`config.mk`:
```
export PLATFORM = sky130hd
export DESIGN_NAME = kwdog_top
export DESIGN_NICKNAME = d
export VERILOG_FILES = /design/src/rtl/kwdog_pkg.sv /design/src/rtl/kwdog_prescaler.sv /design/src/rtl/kwdog_keygate.sv /design/src/rtl/kwdog_top.sv
export SDC_FILE = /design/constraint.sdc
export NUM_CORES = 1
export LEC_CHECK = 0
export BUFFER_PORTS_ARGS = -buffer_cell sky130_fd_sc_hd__buf_2
export CAP_MARGIN = 15
export CORE_MARGIN = 1
export CORE_UTILIZATION = 51
export DETAILED_ROUTE_END_ITERATION = 7
export HOLD_SLACK_MARGIN = 0.15
export PLACE_DENSITY = 0.86
export SYNTH_ARGS = -nofsm -noshare
export SYNTH_HDL_FRONTEND = slang
export SYNTH_SLANG_ARGS = --single-unit
```
`constraint.sdc`:
```
create_clock -name clk -period 2.87 [get_ports clk]
set_input_delay 0.4305 -clock clk [delete_from_list [all_inputs] [get_ports clk]]
set_output_delay 0.4305 -clock clk [all_outputs]
set_load 0.03 [all_outputs]
```
`src/rtl/kwdog_pkg.sv`:
```
package kwdog_pkg;
    typedef enum logic {
        CMD_STOP  = 1'b0,
        CMD_START = 1'b1
    } wd_cmd_e;

    localparam int KEY_W = 7;
    localparam logic [KEY_W-1:0] KEY_FLIP = '1;
endpackage

```
`src/rtl/kwdog_prescaler.sv`:
```
module kwdog_prescaler #(
    parameter int DIV_LOG2 = 17
) (
    input  logic clk,
    input  logic rst_n,
    input  logic en,
    input  logic clr,
    output logic tick
);
    typedef struct packed {
        logic [DIV_LOG2-1:0] cnt;
    } pre_t;

    pre_t pre_d, pre_q;

    always_comb begin
        pre_d = pre_q;
        if (clr) begin
            pre_d.cnt = '0;
        end else if (en) begin
            pre_d.cnt = pre_q.cnt + 1'b1;
        end
    end

    assign tick = en && !clr && (&pre_q.cnt);

    always_ff @(posedge clk or negedge rst_n) begin
        if (!rst_n) pre_q <= '0;
        else        pre_q <= pre_d;
    end
endmodule

```
`src/rtl/kwdog_keygate.sv`:
```
module kwdog_keygate
    import kwdog_pkg::*;
(
    input  logic             clk,
    input  logic             rst_n,
    input  logic             wr_en,
    input  logic             wr_cmd,
    input  logic [KEY_W-1:0] wr_key,
    output logic             accept,
    output logic             reject
);
    typedef struct packed {
        logic             have;
        logic [KEY_W-1:0] key;
    } gate_t;

    gate_t gate_d, gate_q;
    logic  key_ok;

    always_comb begin
        if (gate_q.have) key_ok = (wr_key == (gate_q.key ^ KEY_FLIP));
        else             key_ok = (wr_cmd == CMD_START);
        accept = wr_en && key_ok;
        reject = wr_en && !key_ok;
        gate_d = gate_q;
        if (accept) begin
            gate_d.have = 1'b1;
            gate_d.key  = wr_key;
        end
    end

    always_ff @(posedge clk or negedge rst_n) begin
        if (!rst_n) gate_q <= '0;
        else        gate_q <= gate_d;
    end
endmodule

```
`src/rtl/kwdog_top.sv`:
```
module kwdog_top
    import kwdog_pkg::*;
#(
    parameter int CNT_W         = 8,
    parameter int PRESCALE_LOG2 = 17
) (
    input  logic             clk,
    input  logic             rst_n,
    input  logic             wr_en,
    input  logic             wr_cmd,
    input  logic [CNT_W-1:0] wr_count,
    input  logic [KEY_W-1:0] wr_key,
    output logic             running_o,
    output logic [CNT_W-1:0] count_o,
    output logic             key_err_o,
    output logic             nmi_o,
    output logic             bite_o
);
    localparam logic [CNT_W-1:0] CNT_ONE = CNT_W'(1);

    typedef struct packed {
        logic             run;
        logic [CNT_W-1:0] cnt;
        logic             nmi;
        logic             bite;
        logic             err;
    } core_t;

    core_t core_d, core_q;
    logic  accept, reject, tick, do_start;

    kwdog_keygate u_gate (
        .clk    (clk),
        .rst_n  (rst_n),
        .wr_en  (wr_en),
        .wr_cmd (wr_cmd),
        .wr_key (wr_key),
        .accept (accept),
        .reject (reject)
    );

    assign do_start = accept && (wr_cmd == CMD_START);

    kwdog_prescaler #(.DIV_LOG2(PRESCALE_LOG2)) u_pre (
        .clk   (clk),
        .rst_n (rst_n),
        .en    (core_q.run),
        .clr   (do_start),
        .tick  (tick)
    );

    always_comb begin
        core_d      = core_q;
        core_d.bite = 1'b0;
        if (reject) core_d.err = 1'b1;
        if (accept) begin
            if (do_start) begin
                core_d.run = 1'b1;
                core_d.cnt = wr_count;
            end else begin
                core_d.run = 1'b0;
            end
        end else if (core_q.run && tick) begin
            if (core_q.cnt <= CNT_ONE) begin
                core_d.run  = 1'b0;
                core_d.cnt  = '0;
                core_d.bite = 1'b1;
            end else begin
                core_d.cnt = core_q.cnt - 1'b1;
            end
        end
        core_d.nmi = core_d.run && (core_d.cnt == CNT_ONE);
    end

    always_ff @(posedge clk or negedge rst_n) begin
        if (!rst_n) core_q <= '0;
        else        core_q <= core_d;
    end

    assign running_o = core_q.run;
    assign count_o   = core_q.cnt;
    assign key_err_o = core_q.err;
    assign nmi_o     = core_q.nmi;
    assign bite_o    = core_q.bite;
endmodule

```
# After elaboration in Yosys (flattened, before gate mapping)
# Cells that the tools add are included.
# totals
reg_bits	37
input_bits	19
elab_cells	37
# classes
n_addsub	2
n_lt_le_gt_ge	1
eq_ne	2
mux	12
bitwise	1
reduce_logical	11
# op_table
op	n
2-to-1 mux 17 bit	2
2-to-1 mux 9 bit	2
adder 17 x 1 -> 17 bit (second input constant)	1
AND reduction 17 bit	1
2-to-1 mux 8 bit	2
equality test 8 x 1 -> 1 bit (second input constant)	1
less-or-equal comparator 8 x 1 -> 1 bit (second input constant)	1
subtractor 8 x 1 -> 8 bit (second input constant)	1
equality test 7 bit	1
logical AND 1 bit	7
inverter 7 bit	1
2-to-1 mux 1 bit	6
zero test 1 bit	2
nonzero test 2 bit	1

# Longest topological paths before layout
# Gate-level depths: netlist of run 1.
# logic_depth
word_depth	13
depth_mapped	13
ltp_nobuf	13

# Hierarchy
# From an unflattened synthesis of run 1, not the netlist that was laid out.
# unflattened
cells_unflattened	206
area_unflattened_um2	2148.3
# by_module_without_submodules
mod	n_inst	cells_per_inst	area_per_inst_um2
kwdog_prescaler	1	90	959.7
kwdog_top	1	86	779.5
kwdog_keygate	1	30	409.1

# Least setup slack after synthesis of run 1
# OpenSTA, ideal clock, no wires.
# synth_timing
path_type	reg-to-reg
start	reg u_pre.pre_q[6] in the netlist's numbering
end	reg core_q, in the netlist nmi_o
setup_time_ps	121
arrival_ps	2606
slack_ps	143
stages_incl_launch_ff	14
synth_period_minus_slack_ps	2727
cell_sequence	dfrtp_1 and3_1 and3_1 nand2_1 nor3_1 and3_1 ha_1 nand2_1 or3_1 or2_2 nand4b_1 o211ai_1 nor2_1 and4b_1
# synth_lines
element	line_no	rtl
from (decl)	kwdog_prescaler.sv:14	pre_t pre_d, pre_q;
from (signal assigned)	kwdog_prescaler.sv:29	else pre_q <= pre_d;
to (signal assigned)	kwdog_top.sv:77	else core_q <= core_d;
to (decl)	kwdog_top.sv:29	core_t core_d, core_q;

==> results.ini, run 1 <==
[critical_path]
slowest_stage=dfrtp_1
r2r_slack_ps=110
crit_path_max_fanout=5
end_kind=register
cp.arrival_ps=2940
crit_chain=and3_4 > and3_4 > nand2_2 > nor3_4 > and3_1 > ha_1 > nand2_1 > or3_4 > or2_2 > nand4b_1 > o211ai_1 > nor2_1 > and4b_1
cp_num_buf_inv=0
crit_type=reg2reg
required_ps=3050
worstSetupStartpointType=register
cp_slowest_stage_delay_ps=370
crit_top_cell=and3_4
crit_family=simple AND/OR/NAND/NOR gates

[grt]
grt_usage_pct=22.0
grt-ovfl-total=0
grt_pass1_vias=1678
grt_pass1_wl_um=7220
grt_max_degree=38
antenna_found_initial=0

[floorplanning]
ios=31
die_h_um=65.4
fp.dieArea_mm2=0.00427
die_x_um=65.4
initial_core_util_pct=54.7
core_mm2=0.00374
core.rowCount=22

[detailed_routing]
dr.pass1.iters=4
viasPerCell=5.47
dr_total_vias=1706
wl_per_cell_um=13.5
wirelength_um=4200
drtAntennaViolNets=0
drt-initial-drc-count=109
drc_errors=0

[clock_tree]
clock-sinks=37
clk_pin_slew_ps=80
htree_num_levels=2
cts-root-buf=clkbuf_8
holdBufCountCts=0
cts_made_buffers=5
clk_latency_ps=290
clockBufferDepth=2
cts_tree=yes

[timing]
maxSlewViolCount=0
hold_violations=0
tns_ps=0
finalCritPeriodShare_pct=96.0
worstMarginPinSlew_ps=784
skew_ps=7.95
relSlewSlack_pct=47.8
layout_min_cycle_time_ps=2760
worst_slack_ps=115
fmax_ghz=0.363
final-setup-viol-count=0

[power]
finalPower_mw=2.13
powerDensity_mw_per_mm2=871
ir_drop_v=0.000623
p_leak_nw=1.13

[worst_hold_path]
hold_path.class=in2async

[final_layout]
antenna_cells=0
nNetsFinal=286
final_cell_count_no_fill=312
drive_gt1_share_pct=26.1
syn_to_final_growth_pct=19.3
final_util_pct=65.2

[logic_synthesis]
ys_seq_area_share_pct=45.2
synth_top_flop_cell=dfrtp_1
yosysWarnings=0
synthCells=224
async_flop_share_pct=100
synth_seq_cells=37
synth_area_per_cell_um2=9.14
synth.distinct_cells=50
synth_fp_nets=247
synth_edf_count=0
synth_area_mm2=0.00205

[placement]
place_hpwl_um=3090
post-place-ws_ps=-18.1
port_buffers=30
gp_congestion=0.920
placed_cells=303

[run_status]
status=finished, final reports clean

[flow_run]
maxCapViolCount=0

==> path summary, 6_finish.rpt <==
path                            cells after the start      startpoint                to
min in group clk                                    3       wr_key[1]  u_gate.gate_q[1]
worst max register to register                     13  u_pre.pre_q[8]             nmi_o
worst min-delay path                                1           rst_n   u_pre.pre_q[10]
worst min register to register                      1       key_err_o         key_err_o
max in group asynchronous                           1           rst_n         key_err_o
worst max-delay path                               13  u_pre.pre_q[8]             nmi_o
==> final cells by class <==
type                            instances  area (um^2)
Clock buffer                            6         82.6
Clock inverter                          2         37.5
Fill cell                             312         1300
Inverter                                6         22.5
Multi-Input combinational cell        174         1100
Sequential cell                        37          926
Tap cell                               48         60.1
Timing Repair Buffer                   39          218
==> routing by layer <==
layer  part of all wire, %  GRT usage [%]
met1                    47           29.1
met5                     0              0
met3                   2.9           4.17
met4                  0.90           8.15
met2                    49           35.7
==> worst register-to-register path, stage by stage, from the launching register on <==
cell and delay, ps:
dfrtp_1 370, and3_4 200, and3_4 190, nand2_2 80, nor3_4 140, and3_1 180
ha_1 160, nand2_1 80, or3_4 370, or2_2 300, nand4b_1 170, o211ai_1 130
nor2_1 70, and4b_1 200
==> flip-flops by register name (all words and copies together), names as in the netlist <==
signal	flops
u_pre.pre_q	17
key_err_o	1
running_o	1
nmi_o	1
bite_o	1
u_gate.gate_q	8
count_o	8
==> cells by family (layout without fill, tap and decap cells) <==
logic type | after synthesis | after routing | synth area share (%)
and+or+nand+nor | 117 | 117 | 30.0
muxes | 2 | 2 | 0.978
DFF | 37 | 37 | 45.2
AOI/OAI and AO/OA | 32 | 32 | 10.4
xor gates and xnor gates | 19 | 19 | 8.13
adders and majority gates | 4 | 4 | 2.45
buffers and inverters | 13 | 53 | 2.81
==> per-stage QoR <==
| stage | hold WS [ps] | cell area (um^2) |
|---|---|---|
| after floorplan | 135 | 2050 |
| after global placement | 435 | 2290 |
| after detailed placement | 457 | 2290 |
| after CTS | 256 | 2410 |
| after global routing | 304 | 2440 |
| final | 216 | 2440 |
==> power by group <==
part | total (mW) | switching (mW) | leakage (nW) | internal (mW)
combinational | 0.764 | 0.449 | 0.610 | 0.315
sequential | 0.890 | 0.189 | 0.463 | 0.701
clock | 0.474 | 0.192 | 0.0574 | 0.283
==> cells in the mapped netlist, types with 2 or more instances <==
cell type / number / area share (%)
and3_1: 4 / 1.2
ha_1: 4 / 2.4
nand2_1: 47 / 8.6
or4_4: 2 / 1.1
o311ai_0: 2 / 0.86
xnor2_1: 6 / 2.6
a21oi_1: 7 / 1.7
nand4_1: 4 / 1.2
o21ai_0: 10 / 2.4
xor2_1: 13 / 5.6
and3_2: 2 / 0.73
mux2i_1: 2 / 0.98
nor2_1: 19 / 3.5
nand2b_1: 2 / 0.61
or2_2: 4 / 1.2
nand3_1: 7 / 1.7
clkbuf_1: 2 / 0.37
nor4_1: 3 / 0.92
buf_1: 2 / 0.37
or4_1: 2 / 0.73
dfrtp_1: 37 / 45
inv_1: 6 / 1.1
or3_1: 7 / 2.1
nor3_1: 3 / 0.73
buf_4: 2 / 0.73
==> layout by cell type, fill, tap and decap left out, types with 3 or more instances in the layout <==
cell type and instances:
nand4_1 4, nand2_1 46, clkbuf_8 6, o21ai_0 9
dfrtp_1 37, buf_4 9, ha_1 4, a21oi_1 7
xor2_1 13, buf_2 30, inv_1 6, or3_1 6
nor4_1 3, nor2_1 19, xnor2_1 6, or2_2 4
nand3_1 7
==> what timing repair did <==
item                       CTS  global route
setup endpoints to repair    1             1
pin swaps                    0             3
buffers inserted             0             1
resized for setup            1             5
(Power assumes the default switching activity.)
==> run 2, diff against run 1 <==
PLACE_DENSITY = 0.84   (was 0.86)
==> run 2 against run 1 <==
Global-route usage increased by 0.23 points. Total power fell by 6.3%. Routed wire length is 2.6% higher. Non-clock buffer count shrank 1. Via count up 1.1%. Critical path type unchanged. Clock skew is 4.8 ps lower. Worst hold slack better by 11 ps. Fmax fell by 0.82%.
==> results.ini, run 2 (synthesized netlist as in run 1, its figures left out) <==
[flow_run]
maxCapViolCount=0  ; unchanged

[clock_tree]
clock-sinks=37  ; unchanged
clk_latency_ps=290  ; about the same
htree_num_levels=2  ; unchanged
cts-root-buf=clkbuf_8  ; unchanged
clk_pin_slew_ps=70  ; was 80 ps
clockBufferDepth=2  ; unchanged
cts_tree=yes  ; unchanged
cts_made_buffers=5  ; unchanged

[critical_path]
crit_path_max_fanout=5  ; unchanged
crit_top_cell=and3_4  ; unchanged
crit_type=reg2reg  ; unchanged
timing.rr.start=u_pre.pre_q[8]  ; unchanged
crit_family=simple AND/OR/NAND/NOR gates  ; unchanged
slowest_stage=or3_4  ; was dfrtp_1
cp.arrival_ps=2970  ; was 2940 ps
end_kind=register  ; unchanged
cp-startpoint=u_pre.pre_q[8]  ; unchanged
cp_slowest_stage_delay_ps=450  ; was 370 ps
worstSetupStartpointType=register  ; unchanged
cp_num_buf_inv=0  ; unchanged
crit_chain=and3_4 > and3_4 > nand2_2 > nor3_4 > and3_1 > ha_2 > nand2_1 > or3_4 > or2_4 > nand4b_1 > o211ai_1 > nor2_1 > and4b_1  ; was and3_4 > and3_4 > nand2_2 > nor3_4 > and3_1 > ha_1 > nand2_1 > or3_4 > or2_2 > nand4b_1 > o211ai_1 > nor2_1 > and4b_1
required_ps=3060  ; was 3050 ps

[detailed_routing]
dr_total_vias=1724  ; was 1706
drt-initial-drc-count=76  ; was 109
wirelength_um=4310  ; was 4200 um
viasPerCell=5.54  ; was 5.47
drtAntennaViolNets=0  ; unchanged
wl_per_cell_um=13.9  ; was 13.5 um
dr.pass1.iters=4  ; unchanged
drc_errors=0  ; unchanged

[grt]
antenna_found_initial=0  ; unchanged
grt-ovfl-total=0  ; unchanged
grt_usage_pct=22.2  ; was 22.0%
grt_max_degree=38  ; unchanged
grt_pass1_wl_um=7140  ; was 7220 um
grt_pass1_vias=1625  ; was 1678

[floorplanning]
core_mm2=0.00374  ; unchanged
initial_core_util_pct=54.7  ; unchanged
core.rowCount=22  ; unchanged
ios=31  ; unchanged
die_h_um=65.4  ; unchanged
die_x_um=65.4  ; unchanged
fp.dieArea_mm2=0.00427  ; unchanged

[timing]
maxSlewViolCount=0  ; unchanged
fmax_ghz=0.360  ; was 0.363 GHz
final-setup-viol-count=0  ; unchanged
finalCritPeriodShare_pct=96.8  ; was 96.0%
whs_ps=227  ; was 216 ps
worstMarginPinSlew_ps=825  ; was 784 ps
hold_violations=0  ; unchanged
layout_min_cycle_time_ps=2780  ; was 2760 ps
relSlewSlack_pct=45.0  ; was 47.8%
skew_ps=3.18  ; was 7.95 ps

[final_layout]
syn_to_final_growth_pct=18.0  ; was 19.3%
largest_reg_flops=17  ; unchanged
nNetsFinal=285  ; was 286
largest_register=u_pre.pre_q  ; unchanged
layout_common_cells=46 x nand2_1, 37 x dfrtp_1, 30 x buf_2  ; unchanged
antenna_cells=0  ; unchanged
final_cell_count_no_fill=311  ; was 312
layout.cells.most_common=nand2_1  ; unchanged
drive_gt1_share_pct=27.0  ; was 26.1%

[power]
p_leak_nw=1.11  ; was 1.13 nW
ir_drop_v=0.000437  ; was 0.000623 V
powerDensity_mw_per_mm2=825  ; was 871 mW/mm^2

[worst_hold_path]
hold_path.class=in2async  ; unchanged

[run_status]
status=finished, final reports clean  ; unchanged

[placement]
placed_cells=302  ; was 303
port_buffers=30  ; unchanged
gp_congestion=0.894  ; was 0.920
place_hpwl_um=3030  ; was 3090 um

## run 2: cell count changes in the layout (fill, tap and decap cells not counted), sizes merged
cell / delta
buf: -1
bufinv: -1
clkinv: +2
clkinvlp: -1
## run 2: worst paths after layout
check,end,slack (ps),cells past startpoint
hold / removal,u_pre.pre_q[10],230,1
setup reg to reg,nmi_o,90,13
min in group clk,u_gate.gate_q[3],350,3
hold reg to reg,key_err_o,470,1
setup / recovery,nmi_o,90,13
max in group asynchronous,u_gate.gate_q[3],2120,1
## run 2: area by class of cell
class	count	area, um^2
Inverter	6	22.5
Fill cell	316	1330
Clock inverter	2	10.0
Multi-Input combinational cell	174	1110
Clock buffer	6	72.6
Timing Repair Buffer	38	210
Sequential cell	37	926
Tap cell	48	60.1
## run 2: routing by layer
layer  track usage, %  wire [um]  up-vias
li1                 -          -      856
met1             28.6       1960      824
met4             8.42         37        0
met5                0          0        -
met2             35.3       2100       39
met3             6.25        205        5
## run 2: stage by stage
| stage | worst slack (ps) | power, mW | utilization, % | cell area, um^2 | setup TNS (ps) |
|---|---|---|---|---|---|
| CTS | 4.51 | 1.99 | 63.2 | 2370 | 0 |
| global placement | 83.7 | 1.60 | 60.9 | 2280 | 0 |
| finish | 92.3 | 1.99 | 64.5 | 2410 | 0 |
| floorplan | 143 | 1.41 | - | 2050 | 0 |
| detailed placement | -23.5 | 1.63 | 60.9 | 2280 | -23.5 |
| global route | -22.7 | 2.13 | 64.5 | 2410 | -22.7 |
## run 2: repair_timing
| item | in CTS | in global routing |
|---|---|---|
| endpoints found under the setup margin | 1 | 2 |
| resized for setup | 1 | 10 |
| hold buffers | 0 | 0 |
| hold endpoints to repair | 0 | 0 |
| setup buffers | 0 | 1 |
| pin swaps | 0 | 8 |
## run 2: where the power goes
part | switching (mW) | internal [mW] | total, mW
Sequential | 0.209 | 0.701 | 0.910
Combinational | 0.426 | 0.306 | 0.731
Clock | 0.184 | 0.168 | 0.352
Total | 0.819 | 1.17 | 1.99
